===== src/rtl/xlate_pkg.sv =====
package xlate_pkg;

  typedef enum logic [1:0] {
    SLOT_CPU = 2'd0,
    SLOT_TTX = 2'd1,
    SLOT_BMP = 2'd2
  } slot_kind_t;

  // Bias added to the upper display nibble (with carry-in 1).
  function automatic logic [3:0] wrap_bias(input logic ovf, input logic [1:0] sel);
    logic [3:0] b;
    if (!ovf) b = 4'b1111;
    else begin
      case (sel)
        2'b00:   b = 4'b0111;
        2'b01:   b = 4'b1011;
        2'b10:   b = 4'b0101;
        default: b = 4'b1010;
      endcase
    end
    return b;
  endfunction

endpackage


===== src/rtl/xlate_wrap.sv =====
module xlate_wrap #(
  parameter int NIB_W = 4
) (
  input  logic [NIB_W-1:0] ma_nib,
  input  logic             ovf,
  input  logic [1:0]       size_sel,
  output logic [NIB_W-1:0] aa
);
  import xlate_pkg::*;

  logic [NIB_W-1:0] bias;
  logic [NIB_W:0]   sum;

  always_comb begin
    bias = NIB_W'(wrap_bias(ovf, size_sel));
    // carry-in of one turns the complemented bias into a subtraction
    sum  = {1'b0, ma_nib} + {1'b0, bias} + {{NIB_W{1'b0}}, 1'b1};
    aa   = sum[NIB_W-1:0];
  end

endmodule


===== src/rtl/xlate_ttx.sv =====
module xlate_ttx #(
  parameter int AW      = 15,
  parameter int MW      = 14,
  parameter int WIN_W   = 10,
  parameter int FLIP_IX = 6
) (
  input  logic [MW-1:0] ma,
  input  logic          aa_msb,
  input  logic          phase_1m,
  output logic [AW-1:0] addr
);
  localparam int ONES_W = AW - 1 - WIN_W;

  logic [WIN_W-1:0] win;

  always_comb begin
    win          = ma[WIN_W-1:0];
    win[FLIP_IX] = ma[FLIP_IX] ^ ~phase_1m;
    addr         = {aa_msb, {ONES_W{1'b1}}, win};
  end

endmodule


===== src/rtl/xlate_bmp.sv =====
module xlate_bmp #(
  parameter int AW    = 15,
  parameter int MW    = 14,
  parameter int RW    = 3,
  parameter int NIB_W = 4
) (
  input  logic [MW-1:0]    ma,
  input  logic [NIB_W-1:0] aa,
  input  logic [RW-1:0]    ra,
  output logic [AW-1:0]    addr
);
  localparam int LOW_W = AW - NIB_W - RW;

  assign addr = {aa, ma[LOW_W-1:0], ra};

endmodule


===== src/rtl/vidmem_addr_xlate.sv =====
module vidmem_addr_xlate #(
  parameter int AW    = 15,
  parameter int MW    = 14,
  parameter int RW    = 3,
  parameter int NIB_W = 4
) (
  input  logic          clk,
  input  logic          rst_n,
  input  logic          phase_2m,
  input  logic          phase_1m,
  input  logic [AW-1:0] cpu_addr,
  input  logic [MW-1:0] disp_addr,
  input  logic [RW-1:0] scan_row,
  input  logic [1:0]    size_sel,
  output logic [AW-1:0] dram_addr
);
  import xlate_pkg::*;

  localparam int LOW_W  = AW - NIB_W - RW;
  localparam int NIB_LO = LOW_W;
  localparam int OVF_IX = LOW_W + NIB_W;
  localparam int SEL_IX = MW - 1;

  slot_kind_t       kind;
  logic [NIB_W-1:0] aa;
  logic [AW-1:0]    ttx_addr, bmp_addr, next_addr;

  xlate_wrap #(.NIB_W(NIB_W)) u_wrap (
    .ma_nib   (disp_addr[NIB_LO +: NIB_W]),
    .ovf      (disp_addr[OVF_IX]),
    .size_sel (size_sel),
    .aa       (aa)
  );

  xlate_ttx #(.AW(AW), .MW(MW)) u_ttx (
    .ma       (disp_addr),
    .aa_msb   (aa[NIB_W-1]),
    .phase_1m (phase_1m),
    .addr     (ttx_addr)
  );

  xlate_bmp #(.AW(AW), .MW(MW), .RW(RW), .NIB_W(NIB_W)) u_bmp (
    .ma   (disp_addr),
    .aa   (aa),
    .ra   (scan_row),
    .addr (bmp_addr)
  );

  always_comb begin
    if (!phase_2m)               kind = SLOT_CPU;
    else if (disp_addr[SEL_IX])  kind = SLOT_TTX;
    else                         kind = SLOT_BMP;
    case (kind)
      SLOT_TTX: next_addr = ttx_addr;
      SLOT_BMP: next_addr = bmp_addr;
      default:  next_addr = cpu_addr;
    endcase
  end

  always_ff @(posedge clk or negedge rst_n) begin
    if (!rst_n) dram_addr <= '0;
    else        dram_addr <= next_addr;
  end


  cpu_pass_chk: assert property (@(posedge clk) disable iff (!rst_n)
    !phase_2m |=> dram_addr == $past(cpu_addr));


  ttx_ones_chk: assert property (@(posedge clk) disable iff (!rst_n)
    (phase_2m && disp_addr[SEL_IX]) |=> dram_addr[AW-2:10] == '1);


  bmp_row_chk: assert property (@(posedge clk) disable iff (!rst_n)
    (phase_2m && !disp_addr[SEL_IX]) |=> dram_addr[RW-1:0] == $past(scan_row));


  nowrap_chk: assert property (@(posedge clk) disable iff (!rst_n)
    !disp_addr[OVF_IX] |-> aa == disp_addr[NIB_LO +: NIB_W]);


  wrap_moves_chk: assert property (@(posedge clk) disable iff (!rst_n)
    disp_addr[OVF_IX] |-> aa != disp_addr[NIB_LO +: NIB_W]);


  hold_chk: assert property (@(posedge clk) disable iff (!rst_n)
    1'b1 |=> dram_addr == $past(next_addr));

endmodule


===== config.mk =====
export PLATFORM = sky130hd
export DESIGN_NAME = vidmem_addr_xlate
export DESIGN_NICKNAME = d
export VERILOG_FILES = /design/src/rtl/xlate_pkg.sv /design/src/rtl/xlate_wrap.sv /design/src/rtl/xlate_ttx.sv /design/src/rtl/xlate_bmp.sv /design/src/rtl/vidmem_addr_xlate.sv
export SDC_FILE = /design/constraint.sdc
export NUM_CORES = 1
export LEC_CHECK = 0
export BUFFER_PORTS_ARGS = -buffer_cell sky130_fd_sc_hd__buf_2
export CAP_MARGIN = 20
export CORE_UTILIZATION = 40
export CTS_BUF_LIST = sky130_fd_sc_hd__clkbuf_16
export DETAILED_ROUTE_END_ITERATION = 8
export GPL_ROUTABILITY_DRIVEN = 0
export PLACE_DENSITY_LB_ADDON = 0.12
export SYNTH_ARGS = -nofsm -noshare
export SYNTH_HDL_FRONTEND = slang
export SYNTH_HIERARCHICAL = 1
export SYNTH_SLANG_ARGS = --single-unit

===== constraint.sdc =====
create_clock -name clk -period 0.8 [get_ports clk]
set_input_delay 0.08 -clock clk [delete_from_list [all_inputs] [get_ports clk]]
set_output_delay 0.08 -clock clk [all_outputs]
set_load 0.01 [all_outputs]

==> results.sh <==
export IMPL_fill_cells=249
export IMPL_ys_flop_type="dfrtp_1"
export IMPL_core_area_um2=2500
export IMPL_grt_max_degree=19
export IMPL_regMostFlops="dram_addr"
export IMPL_cts_sinks=15
export IMPL_die_h_um=53.6
export IMPL_maxCapViolations=0
export IMPL_synth_fa_ha_area_frac=0.0541
export IMPL_swShare=0.240
export IMPL_wl_per_cell_um=11.0
export IMPL_p_int_mw=1.78
export IMPL_largest_reg_flops=15
export IMPL_worst_endpoint_required_ns=0.92
export IMPL_setup_viol=16
export IMPL_avgSynthCellArea_um2=9.42
export IMPL_grt_overflow=0
export IMPL_final_area_um2=1330
export IMPL_power_frac_seq=0.363
export IMPL_ios=53
export IMPL_worstPathCellList="buf_6 -> and3_4 -> ha_4 -> inv_2 -> fa_2 -> xor2_1 -> mux2i_1 -> a21oi_1"
export IMPL_p_leak_nw=0.685
export IMPL_hold_depth=3
export IMPL_drt_iter0_drc=9
export IMPL_synth_xor_area_frac=0.0329
export IMPL_drtPass1Iterations=4
export IMPL_diodes=0
export IMPL_rsz0062_at_grt="yes"
export IMPL_ys_seq_elements=15
export IMPL_netlist_area_um2=1060
export IMPL_drive_above_1_share=0.466
export IMPL_ant_nets=0
export IMPL_antenna_found_initial=0
export IMPL_syn_to_final_growth_pct=25.3
export IMPL_vias=796
export IMPL_synthCells=113
export IMPL_finalHoldViolations=0
export IMPL_synth_top_family_by_area="buffers and inverters"
export IMPL_initial_utilization=0.426
export IMPL_yosysSeqAreaShare=0.353
export IMPL_slew_violations=0
export IMPL_crit_family="adder cells"
export IMPL_rows=18
export IMPL_min_from="cpu_addr[11]"
export IMPL_cts_tree="yes"
export IMPL_period_share=1.35
export IMPL_layout_nets=189
export IMPL_power_frac_comb=0.226
export IMPL_total_power_mw=2.34
export IMPL_max_freq_mhz=923
export IMPL_path_max_fanout=4
export IMPL_netlist_area_leader_share=0.353
export IMPL_drc=0
export IMPL_power_switching_mw=0.563
export IMPL_top_regs="dram_addr (15)"
export IMPL_slowest_delay_ns=0.34
export IMPL_period_minus_slack_ns=1.08
export IMPL_worstSetupStartpoint="size_sel[0]"
export IMPL_end_kind="flip-flop"
export IMPL_yosys_warnings=6
export IMPL_groute_usage_overall=0.151
export IMPL_cts_buffers=3
export IMPL_status="finished, violations left"
export IMPL_holdWs_ns=0.0806
export IMPL_die_w_um=53.6
export IMPL_cts_max_level=1
export IMPL_fin_ws_ns=-0.283
export IMPL_synth_compound_area_frac=0.0799
export IMPL_root_buffer="clkbuf_16"
export IMPL_worstHoldEndpoint="dram_addr[11]"
export IMPL_vdd_drop_max_mv=1.15
export IMPL_synth_top_area_cell="dfrtp_1"
export IMPL_die_area_um2=2870
export IMPL_wirelength_um=1940
export IMPL_synthMuxAreaShare=0.141
export IMPL_slowest_stage="fa_2"
export IMPL_worst_path_buf_inv=2
export IMPL_grt_pass1_vias=803
export IMPL_synth_edf_count=0
export IMPL_crit_path_start_kind="primary input"
export IMPL_crit_arrival_ns=1.21
export IMPL_via_per_inst=4.52
export IMPL_async_flop_share=1.00
export IMPL_powerDensity_nw_per_um2=1760
export IMPL_critPathKind="in2reg"
export IMPL_cts_clk_slew_worst_paths_ns=0.05
export IMPL_ys_types=20
export IMPL_cts_buffer_depth=2
export IMPL_placedInstanceArea_um2=1210
export IMPL_dp_hpwl_um=1530
export IMPL_violations="setup timing"
export IMPL_synth_simple_gate_area_frac=0.0799
export IMPL_clock_power_share=0.411
export IMPL_grt_pass1_wl_um=3080
export IMPL_synthTopCellsByArea="dfrtp_1 35%, buf_4 20%, mux2i_1 14%, a21oi_1 7.5%, nor2_1 5.3%"
export IMPL_port_buffers=52
export IMPL_hp_class="in2reg"
[how the worst max path moves through the flow]
stage / to / slack [ns] / cells past startpoint
6_report: dram_addr[13] / -0.28 / 8
5_1_grt: dram_addr[14] / -0.38 / 8
4_1_cts: dram_addr[13] / -0.30 / 8
3_5_place_dp: dram_addr[13] / -0.57 / 8
3_3_place_gp: dram_addr[13] / -0.52 / 8
2_1_floorplan: dram_addr[13] / -0.50 / 8
[routing by layer]
metal / share of wire / global-route usage
met1: 0.41 / 0.145
met2: 0.53 / 0.308
met3: 0.055 / 0.0282
met4: 0 / 0.0526
met5: 0 / 0
[placed cells by master (no fill, tap or decap), drive strengths merged]
master       instances
o21ai                1
clkbuf               3
fa                   1
a21oi               16
nand2                2
nand2b               1
dlygate4sd3          1
conb                 4
clkinv               1
xor2                 1
nand3b               1
dfrtp               15
mux2i               15
nor2                15
inv                  3
and3                 1
xnor2                3
buf                 59
ha                   3
[Yosys cell counts, types with 2 or more instances]
library cell / instances
buf_4: 29
nand2_1: 2
a21oi_1: 16
clkbuf_1: 2
nor2_1: 15
ha_1: 3
dfrtp_1: 15
inv_1: 3
xnor2_1: 3
mux2i_1: 15
[cell families after synthesis]
family	Yosys count
DFF	15
buffers and inverters	37
muxes	15
adders and majority gates	4
and+or+nand+nor	20
other	1
xor gates and xnor gates	4
AOI/OAI and AO/OA	17
[power by group through the flow]
stage,sequential (mW),combinational (mW),clock (mW)
finish,0.851,0.529,0.963
CTS,0.850,0.527,1.00
global route,0.859,0.597,1.03
global placement,0.857,0.497,0
detailed placement,0.862,0.512,0
floorplan,0.900,0.372,0
[through the flow]
stage | util | std cells | worst slack (ns) | TNS, ns
global route | 0.534 | 176 | -0.376 | -1.60
detailed placement | 0.483 | 171 | -0.572 | -1.86
global placement | 0.483 | 171 | -0.517 | -1.70
floorplan | - | 116 | -0.501 | -1.57
finish | 0.534 | 176 | -0.283 | -0.985
CTS | 0.527 | 176 | -0.304 | -1.15
[tightest hold or removal path, delay by kind of cell]
| family | cells | cell delay [ns] |
|---|---|---|
| AND/OR/NAND/NOR | 1 | 0.03 |
| buffers and inverters | 1 | 0.08 |
| AO/OA/AOI/OAI | 1 | 0.09 |
[cell type report]
class | instances | area, um2 | area share
Clock buffer | 3 | 75.1 | 0.0563
Clock inverter | 1 | 5.00 | 0.00375
Inverter | 3 | 11.3 | 0.00844
Multi-Input combinational cell | 64 | 447 | 0.335
Sequential cell | 15 | 375 | 0.281
Tap cell | 30 | 37.5 | 0.0281
Timing Repair Buffer | 60 | 383 | 0.287
[what timing repair did]
action	in CTS	in global routing
hold endpoints to repair	15	0
buffers inserted	0	0
endpoints found under the setup margin	18	18
resized for setup	3	3
hold buffers	1	0
pin swaps	6	2
Power figures use the tool's default switching activity.
